===== config.mk =====
export PLATFORM = sky130hd
export DESIGN_NAME = cmd_port_decoder
export DESIGN_NICKNAME = d
export VERILOG_FILES = /design/src/rtl/cpd_pkg.sv /design/src/rtl/cpd_hold.sv /design/src/rtl/cpd_cmd_fsm.sv /design/src/rtl/cpd_dma_req.sv /design/src/rtl/cmd_port_decoder.sv
export SDC_FILE = /design/constraint.sdc
export NUM_CORES = 1
export LEC_CHECK = 0
export BUFFER_PORTS_ARGS = -buffer_cell sky130_fd_sc_hd__buf_2
export CAP_MARGIN = 15
export CORE_MARGIN = 8
export CORE_UTILIZATION = 40
export DETAILED_ROUTE_END_ITERATION = 10
export GPL_TIMING_DRIVEN = 0
export MAX_ROUTING_LAYER = met4
export SYNTH_ARGS = -nofsm -noshare
export SYNTH_HDL_FRONTEND = slang
export SYNTH_SLANG_ARGS = --single-unit

===== constraint.sdc =====
create_clock -name clk -period 7.3 [get_ports clk]
set_clock_uncertainty 0.1 [all_clocks]
set_input_delay 1.46 -clock clk [delete_from_list [all_inputs] [get_ports clk]]
set_output_delay 1.46 -clock clk [all_outputs]
set_load 0.02 [all_outputs]

===== src/rtl/cpd_pkg.sv =====
package cpd_pkg;
    localparam int CODE_W = 6;

    typedef enum logic [1:0] {
        S_IDLE      = 2'd0,
        S_HALF      = 2'd1,
        S_FILL      = 2'd2,
        S_FILL_HALF = 2'd3
    } cpd_state_t;

    typedef enum logic [1:0] {
        K_BUS_A = 2'b00,
        K_BUS_B = 2'b01,
        K_FILL  = 2'b10,
        K_COPY  = 2'b11
    } dma_kind_t;

    localparam logic [1:0] TOP_REGWR   = 2'b10;
    localparam logic [3:0] FILL_TARGET = 4'h1;
    localparam logic [4:0] COPY_CODE   = 5'h10;
endpackage


===== src/rtl/cpd_hold.sv =====
module cpd_hold #(
    parameter int WORD_W = 16
) (
    input  logic              clk,
    input  logic              rst,
    input  logic              push,
    input  logic              pop,
    input  logic [WORD_W-1:0] push_word,
    output logic              valid,
    output logic [WORD_W-1:0] word
);
    always_ff @(posedge clk) begin
        if (rst) begin
            valid <= 1'b0;
            word  <= '0;
        end else if (push) begin
            valid <= 1'b1;
            word  <= push_word;
        end else if (pop) begin
            valid <= 1'b0;
        end
    end

    // a release only happens with a word parked
    p_pop_needs_word_r11: assert property (@(posedge clk) disable iff (rst)
        pop |-> valid);
    // a push during a release keeps the slot occupied
    p_push_refills_r12: assert property (@(posedge clk) disable iff (rst)
        push |=> valid && word == $past(push_word));
endmodule


===== src/rtl/cpd_cmd_fsm.sv =====
module cpd_cmd_fsm
    import cpd_pkg::*;
#(
    parameter int ADDR_W    = 16,
    parameter int IDX_W     = 5,
    parameter int VAL_W     = 8,
    parameter int INC_W     = 8,
    parameter int REG_LIMIT = 10
) (
    input  logic              clk,
    input  logic              rst,
    input  logic              eff_wr,
    input  logic [ADDR_W-1:0] eff_word,
    input  logic              stat_rd,
    input  logic              data_rd,
    input  logic              data_wr,
    input  logic [INC_W-1:0]  auto_inc,
    input  logic              ext_regs,
    input  logic              arm_fill,
    output logic              pending,
    output logic              fill_go,
    output logic              decide,
    output logic [CODE_W-1:0] code_nx,
    output logic [ADDR_W-1:0] addr,
    output logic [CODE_W-1:0] code,
    output logic              reg_we,
    output logic [IDX_W-1:0]  reg_idx,
    output logic [VAL_W-1:0]  reg_data
);
    localparam int LO_W = ADDR_W - 2;

    cpd_state_t       state_q, state_d;
    logic [1:0]       a_hi_q;
    logic [1:0]       top;
    logic [IDX_W-1:0] idx;
    logic             first_wr, is_regwr, reg_ok, armed, data_acc;

    assign pending = (state_q == S_HALF) || (state_q == S_FILL_HALF);

    always_comb begin
        top      = eff_word[ADDR_W-1 -: 2];
        idx      = eff_word[VAL_W +: IDX_W];
        first_wr = eff_wr && !pending;
        decide   = eff_wr && pending;
        is_regwr = first_wr && (top == TOP_REGWR);
        reg_ok   = (32'(idx) <= REG_LIMIT) || ext_regs;
        armed    = (state_q == S_FILL) || (state_q == S_FILL_HALF);
        data_acc = data_rd || data_wr;
        fill_go  = armed && data_wr;
        code_nx  = {eff_word[7:4], code[1:0]};
    end

    always_comb begin
        state_d = state_q;
        unique case (state_q)
            S_IDLE: begin
                if (first_wr && !is_regwr) state_d = S_HALF;
            end
            S_HALF: begin
                if (decide)                   state_d = arm_fill ? S_FILL : S_IDLE;
                else if (stat_rd || data_acc) state_d = S_IDLE;
            end
            S_FILL: begin
                if (fill_go)                     state_d = S_IDLE;
                else if (first_wr && !is_regwr)  state_d = S_FILL_HALF;
            end
            S_FILL_HALF: begin
                if (decide)                  state_d = S_FILL;
                else if (fill_go)            state_d = S_IDLE;
                else if (stat_rd || data_rd) state_d = S_FILL;
            end
            default: state_d = S_IDLE;
        endcase
    end

    always_ff @(posedge clk) begin
        if (rst) state_q <= S_IDLE;
        else     state_q <= state_d;
    end

    always_ff @(posedge clk) begin
        if (rst) begin
            addr     <= '0;
            code     <= '0;
            a_hi_q   <= '0;
            reg_we   <= 1'b0;
            reg_idx  <= '0;
            reg_data <= '0;
        end else begin
            reg_we <= 1'b0;
            if (first_wr) begin
                addr      <= {a_hi_q, eff_word[LO_W-1:0]};
                code[1:0] <= top;
                if (is_regwr && reg_ok) begin
                    reg_we   <= 1'b1;
                    reg_idx  <= idx;
                    reg_data <= eff_word[VAL_W-1:0];
                end
            end else if (decide) begin
                a_hi_q               <= eff_word[1:0];
                addr[ADDR_W-1 -: 2]  <= eff_word[1:0];
                code[5:2]            <= eff_word[7:4];
            end else if (data_acc && !fill_go) begin
                addr <= addr + ADDR_W'(auto_inc);
            end
        end
    end

    // register write strobes once and opens no command half
    p_regwr_strobe_r2: assert property (@(posedge clk) disable iff (rst)
        is_regwr && reg_ok |=> reg_we && reg_idx == $past(idx)
                               && reg_data == $past(eff_word[VAL_W-1:0]));
    p_regwr_no_pend_r2: assert property (@(posedge clk) disable iff (rst)
        is_regwr |=> !pending);
    p_strobe_single_r2: assert property (@(posedge clk) disable iff (rst)
        reg_we |=> !reg_we || $past(is_regwr));
    // first word loads low address and low code bits
    p_first_load_r3: assert property (@(posedge clk) disable iff (rst)
        first_wr |=> addr[LO_W-1:0] == $past(eff_word[LO_W-1:0])
                     && code[1:0] == $past(top) && code[5:2] == $past(code[5:2]));
    p_first_pend_r3: assert property (@(posedge clk) disable iff (rst)
        first_wr && !is_regwr |=> pending);
    // second word closes the command
    p_second_load_r4: assert property (@(posedge clk) disable iff (rst)
        decide |=> !pending && addr[ADDR_W-1 -: 2] == $past(eff_word[1:0])
                   && code[5:2] == $past(eff_word[7:4]) && code[1:0] == $past(code[1:0]));
    // status read or data access clears the open half
    p_clear_pend_r5: assert property (@(posedge clk) disable iff (rst)
        (stat_rd || data_acc) && !eff_wr |=> !pending);
    // high registers blocked without the extension bit
    p_high_reg_block_r6: assert property (@(posedge clk) disable iff (rst)
        is_regwr && !ext_regs && (32'(idx) > REG_LIMIT) |=> !reg_we);
    // the fill-starting write does not move the address
    p_fill_addr_r8: assert property (@(posedge clk) disable iff (rst)
        fill_go |=> $stable(addr));
    // ordinary data access advances the address
    p_advance_r13: assert property (@(posedge clk) disable iff (rst)
        data_acc && !fill_go && !eff_wr |=> addr == $past(addr) + ADDR_W'($past(auto_inc)));
endmodule


===== src/rtl/cpd_dma_req.sv =====
module cpd_dma_req
    import cpd_pkg::*;
#(
    parameter int LEN_W = 16
) (
    input  logic              clk,
    input  logic              rst,
    input  logic              decide,
    input  logic              fill_go,
    input  logic [CODE_W-1:0] code_nx,
    input  logic              dma_enable,
    input  logic [1:0]        dma_mode,
    input  logic [LEN_W-1:0]  len_field,
    output logic              arm_fill,
    output logic              dma_start,
    output logic [1:0]        dma_kind,
    output logic [LEN_W:0]    dma_len
);
    logic           req, launch, start_now;
    logic [LEN_W:0] len_eff;

    always_comb begin
        req       = decide && code_nx[5] && dma_enable;
        arm_fill  = req && (dma_mode == K_FILL) && (code_nx[3:0] == FILL_TARGET);
        launch    = req && (!dma_mode[1] ||
                            ((dma_mode == K_COPY) && (code_nx[4:0] == COPY_CODE)));
        start_now = launch || fill_go;
        len_eff   = (len_field == '0) ? ((LEN_W+1)'(1) << LEN_W) : {1'b0, len_field};
    end

    always_ff @(posedge clk) begin
        if (rst) begin
            dma_start <= 1'b0;
            dma_kind  <= '0;
            dma_len   <= '0;
        end else begin
            dma_start <= start_now;
            if (start_now) begin
                dma_kind <= fill_go ? K_FILL : dma_mode;
                dma_len  <= len_eff;
            end
        end
    end

    // every start has a cause
    p_start_cause_r7: assert property (@(posedge clk) disable iff (rst)
        dma_start |-> $past(fill_go || (decide && code_nx[5] && dma_enable)));
    p_no_req_r7: assert property (@(posedge clk) disable iff (rst)
        decide && !(code_nx[5] && dma_enable) && !fill_go |=> !dma_start);
    // fill starts with its own kind
    p_fill_kind_r8: assert property (@(posedge clk) disable iff (rst)
        fill_go |=> dma_start && dma_kind == K_FILL);
    // copy needs the exact code
    p_copy_gate_r9: assert property (@(posedge clk) disable iff (rst)
        decide && !fill_go && dma_mode == K_COPY && code_nx[4:0] != COPY_CODE |=> !dma_start);
    // length is never zero at a start
    p_len_range_r10: assert property (@(posedge clk) disable iff (rst)
        dma_start |-> dma_len != '0 && dma_len <= ((LEN_W+1)'(1) << LEN_W));
endmodule


===== src/rtl/cmd_port_decoder.sv =====
module cmd_port_decoder
    import cpd_pkg::*;
#(
    parameter int ADDR_W    = 16,
    parameter int IDX_W     = 5,
    parameter int VAL_W     = 8,
    parameter int INC_W     = 8,
    parameter int LEN_W     = 16,
    parameter int REG_LIMIT = 10
) (
    input  logic              clk,
    input  logic              rst,
    input  logic              ctrl_wr,
    input  logic [ADDR_W-1:0] ctrl_word,
    input  logic              stat_rd,
    input  logic              data_rd,
    input  logic              data_wr,
    input  logic [INC_W-1:0]  auto_inc,
    input  logic              ext_regs,
    input  logic              dma_enable,
    input  logic [1:0]        dma_mode,
    input  logic [LEN_W-1:0]  dma_len_field,
    input  logic              dma_active,
    output logic [ADDR_W-1:0] addr,
    output logic [CODE_W-1:0] code,
    output logic              pending,
    output logic              reg_we,
    output logic [IDX_W-1:0]  reg_idx,
    output logic [VAL_W-1:0]  reg_data,
    output logic              dma_start,
    output logic [1:0]        dma_kind,
    output logic [LEN_W:0]    dma_len
);
    logic              hold_valid, push, release_w, direct, eff_wr;
    logic [ADDR_W-1:0] hold_word, eff_word;
    logic              fill_go, decide, arm_fill;
    logic [CODE_W-1:0] code_nx;

    always_comb begin
        push      = ctrl_wr && (hold_valid || (!pending && dma_active));
        release_w = hold_valid && !dma_active && !(data_rd || data_wr);
        direct    = ctrl_wr && !push;
        eff_wr    = release_w || direct;
        eff_word  = release_w ? hold_word : ctrl_word;
    end

    cpd_hold #(.WORD_W(ADDR_W)) u_hold (
        .clk       (clk),
        .rst       (rst),
        .push      (push),
        .pop       (release_w),
        .push_word (ctrl_word),
        .valid     (hold_valid),
        .word      (hold_word)
    );

    cpd_cmd_fsm #(
        .ADDR_W    (ADDR_W),
        .IDX_W     (IDX_W),
        .VAL_W     (VAL_W),
        .INC_W     (INC_W),
        .REG_LIMIT (REG_LIMIT)
    ) u_fsm (
        .clk      (clk),
        .rst      (rst),
        .eff_wr   (eff_wr),
        .eff_word (eff_word),
        .stat_rd  (stat_rd),
        .data_rd  (data_rd),
        .data_wr  (data_wr),
        .auto_inc (auto_inc),
        .ext_regs (ext_regs),
        .arm_fill (arm_fill),
        .pending  (pending),
        .fill_go  (fill_go),
        .decide   (decide),
        .code_nx  (code_nx),
        .addr     (addr),
        .code     (code),
        .reg_we   (reg_we),
        .reg_idx  (reg_idx),
        .reg_data (reg_data)
    );

    cpd_dma_req #(.LEN_W(LEN_W)) u_dma (
        .clk        (clk),
        .rst        (rst),
        .decide     (decide),
        .fill_go    (fill_go),
        .code_nx    (code_nx),
        .dma_enable (dma_enable),
        .dma_mode   (dma_mode),
        .len_field  (dma_len_field),
        .arm_fill   (arm_fill),
        .dma_start  (dma_start),
        .dma_kind   (dma_kind),
        .dma_len    (dma_len)
    );

    // a parked first word has no effect while the DMA runs
    p_parked_quiet_r11: assert property (@(posedge clk) disable iff (rst)
        ctrl_wr && !pending && dma_active && !hold_valid |=> $stable(code) && !pending);
    // a data access defers the release and leaves the code alone
    p_defer_release_r12: assert property (@(posedge clk) disable iff (rst)
        hold_valid && (data_rd || data_wr) && !ctrl_wr |=> $stable(code) && hold_valid);
endmodule


==> results_dict.tcl <==
set metrics [dict create \
    routed_wl_um 12500 \
    core-area_mm2 0.00977 \
    synth_top_area_share 0.381 \
    ctsHoldBuffers 0 \
    synth.avg_cell_area_um2 8.55 \
    ant_nets 0 \
    end_kind "register" \
    grt_max_degree 15 \
    hold_viol 0 \
    vias_per_cell 5.38 \
    ys.flop_type "dfxtp_1" \
    cts_buffers 9 \
    vdd_drop_max_uv 84.4 \
    wire_per_inst_um 17.1 \
    period_share 0.477 \
    cp_cell_sequence "buf_2 > nor4b_4 > mux2i_1 > o31ai_2 > a21oi_2 > buf_6 > buf_12 > mux2i_1" \
    cts_resized 0 \
    synth_edf_count 0 \
    cp_max_fo 10 \
    crit_type "primary input to register" \
    required_ps 7490 \
    vias 3919 \
    cts_setup_buffers 0 \
    timing.setup.tns_ps 0 \
    seqCellArea_mm2 0.00154 \
    fillers 986 \
    power.density_mw_per_mm2 211 \
    grt_pass1_vias 3877 \
    slew_viol_final 0 \
    path_clk_slew_ps 90 \
    netlist_area_mm2 0.00404 \
    worst_path_largest_cell_delay_ps 610 \
    yosys_warnings 0 \
    worst_slew_margin_rel 0.324 \
    io_pins 108 \
    max_freq_mhz 287 \
    io_buffers 107 \
    worstPathArrival_ps 3670 \
    cp-start-kind "primary input" \
    htreeDepth 3 \
    dieArea_mm2 0.0136 \
    crit_path_frequent_cell "mux2i_1" \
    synth_area_leaders "dfxtp_1, mux2i_1, nand2_1, nor2_1, a211oi_1" \
    cts.sinks 77 \
    rows 36 \
    hold_class "register to register" \
    grt_pass1_wl_um 19400 \
    cts-root-buf "clkbuf_8" \
    chipHeight_um 117 \
    place_hpwl_um 9510 \
    dr.pass1.iters 4 \
    gr-total-overflow 0 \
    synth-seq-cells 77 \
    route.detailed.drc 0 \
    drt_iter0_markers 159 \
    synthCells 473 \
    grt_use_total 0.190 \
    cts_buffer_depth 2 \
    layout-drive-gt1-share 0.243 \
    gp_congestion 0.869 \
    min_period_ps 3480 \
    crit_slowest_cell "nor4b_4" \
    yosysTopAreaCell "dfxtp_1" \
    status "finished, final reports clean" \
    cts_tree "done" \
    syn_nets 533 \
    worst_slew_pin_slew_ps 1010 \
    ys_types 65 \
    drv_cap 0 \
    die_x_um 117 \
    start_util 0.414 \
    setup_violations 0 \
    synth_seq_area_share 0.381 \
    multi_input_area_mm2 0.00230 \
    power_leakage_uw 0.00229 \
    n_antenna_cell 0 \
    clock_latency_ps 360 \
    ys_async_sr_fraction 0 \
    p_total_uw 1040 \
    syn_to_final_growth_pct 22.5 \
    rsz0062_at_grt "no" \
    antenna_found_initial 0 \
    nets 651 \
]
==> report_power, final <==
| group | total, µW | leakage (µW) | switching, µW | internal, µW |
|---|---|---|---|---|
| registers | 461 | 0.000627 | 18.5 | 442 |
| logic | 239 | 0.00156 | 148 | 91.4 |
| clock network | 345 | 0.000103 | 175 | 170 |
==> final cells by class <==
cell class | count | share of cell area
plain buffers | 31 | 0.0331
multi-input cells | 354 | 0.464
inverters | 11 | 0.00834
repair buffers | 107 | 0.108
clock inverters | 6 | 0.0139
clock buffers | 10 | 0.0278
flip-flops and latches | 77 | 0.311
well taps | 133 | 0.0336
==> cell families (layout without fill, tap and decap cells) <==
kind of cell / count (synthesis) / count (layout) / synth area share
xor gates and xnor gates: 3 / 3 / 0.00650
DFF: 77 / 77 / 0.381
buffers and inverters: 42 / 165 / 0.0507
muxes: 48 / 48 / 0.125
and+or+nand+nor: 177 / 177 / 0.205
adders and majority gates: 9 / 9 / 0.0297
AOI/OAI and AO/OA: 117 / 117 / 0.201
==> per-stage QoR <==
| step | util | setup WS [ps] | cells | area, µm² | hold slack [ps] |
|---|---|---|---|---|---|
| floorplan | - | 3920 | 473 | 4040 | 346 |
| global placement | 0.486 | 3460 | 713 | 4750 | 342 |
| global route | 0.507 | 3650 | 729 | 4950 | 386 |
| detailed placement | 0.486 | 3400 | 713 | 4750 | 349 |
| finish | 0.507 | 3820 | 729 | 4950 | 360 |
| CTS | 0.507 | 3780 | 729 | 4950 | 362 |
==> Yosys cell counts, drive strengths merged, types with 4 or more instances <==
cell	count
a211oi	20
a21oi	27
a311oi	8
a31oi	7
and2	7
buf	12
clkbuf	19
dfxtp	77
ha	8
inv	10
mux2i	47
nand2	64
nand2b	5
nand3	7
nand4	4
nor2	55
nor2b	6
nor3	10
nor3b	4
o211ai	10
o21ai	17
or4	4
==> path summary, 6_finish.rpt <==
path / startpoint / end / slack (ps) / cells after the start
max: data_wr / u_dma.dma_len[14] / 3820 / 8
min: u_dma.dma_len[0] / u_dma.dma_len[0] / 360 / 2
max reg2reg: u_hold.valid / u_dma.dma_len[14] / 4640 / 8
min reg2reg: u_dma.dma_len[0] / u_dma.dma_len[0] / 360 / 2
==> critical path: cells and delay by family <==
kind | cells | cell delay, ps
buffers and inverters | 3 | 480
muxes | 2 | 710
and+or+nand+nor | 1 | 610
AOI/OAI and AO/OA | 2 | 390
==> registers in the layout, summed over array words and instances (netlist names) <==
name	count
u_dma.dma_kind	2
u_dma.dma_len	17
u_dma.dma_start	1
u_fsm.a_hi_q	2
u_fsm.addr	16
u_fsm.code	6
u_fsm.reg_data	8
u_fsm.reg_idx	5
u_fsm.reg_we	1
u_fsm.state_q	2
u_hold.valid	1
u_hold.word	16
==> per-layer routing <==
layer  track usage  wire [µm]
met1         0.244       6050
met5             -          0
met2         0.300       5640
met3        0.0408        657
met4        0.0410        103
==> cell usage in the layout (no fill, tap or decap), types with 4 or more instances in the layout <==
master / Yosys / layout
a211oi_1: 20 / 20
a21oi_1: 26 / 26
a311oi_1: 7 / 7
a31oi_1: 7 / 7
and2_1: 7 / 7
buf_2: 4 / 111
buf_4: 5 / 5
clkbuf_1: 19 / 19
clkbuf_8: 0 / 10
dfxtp_1: 77 / 77
ha_1: 8 / 8
inv_1: 10 / 10
mux2i_1: 45 / 45
nand2_1: 64 / 64
nand2b_1: 5 / 5
nand3_1: 7 / 7
nand4_1: 4 / 4
nor2_1: 55 / 55
nor2b_1: 6 / 6
nor3_1: 10 / 10
o211ai_1: 10 / 10
o21ai_0: 11 / 11
o21ai_1: 6 / 6
or4_1: 4 / 4
No activity file was read; power rests on OpenSTA's default activity.
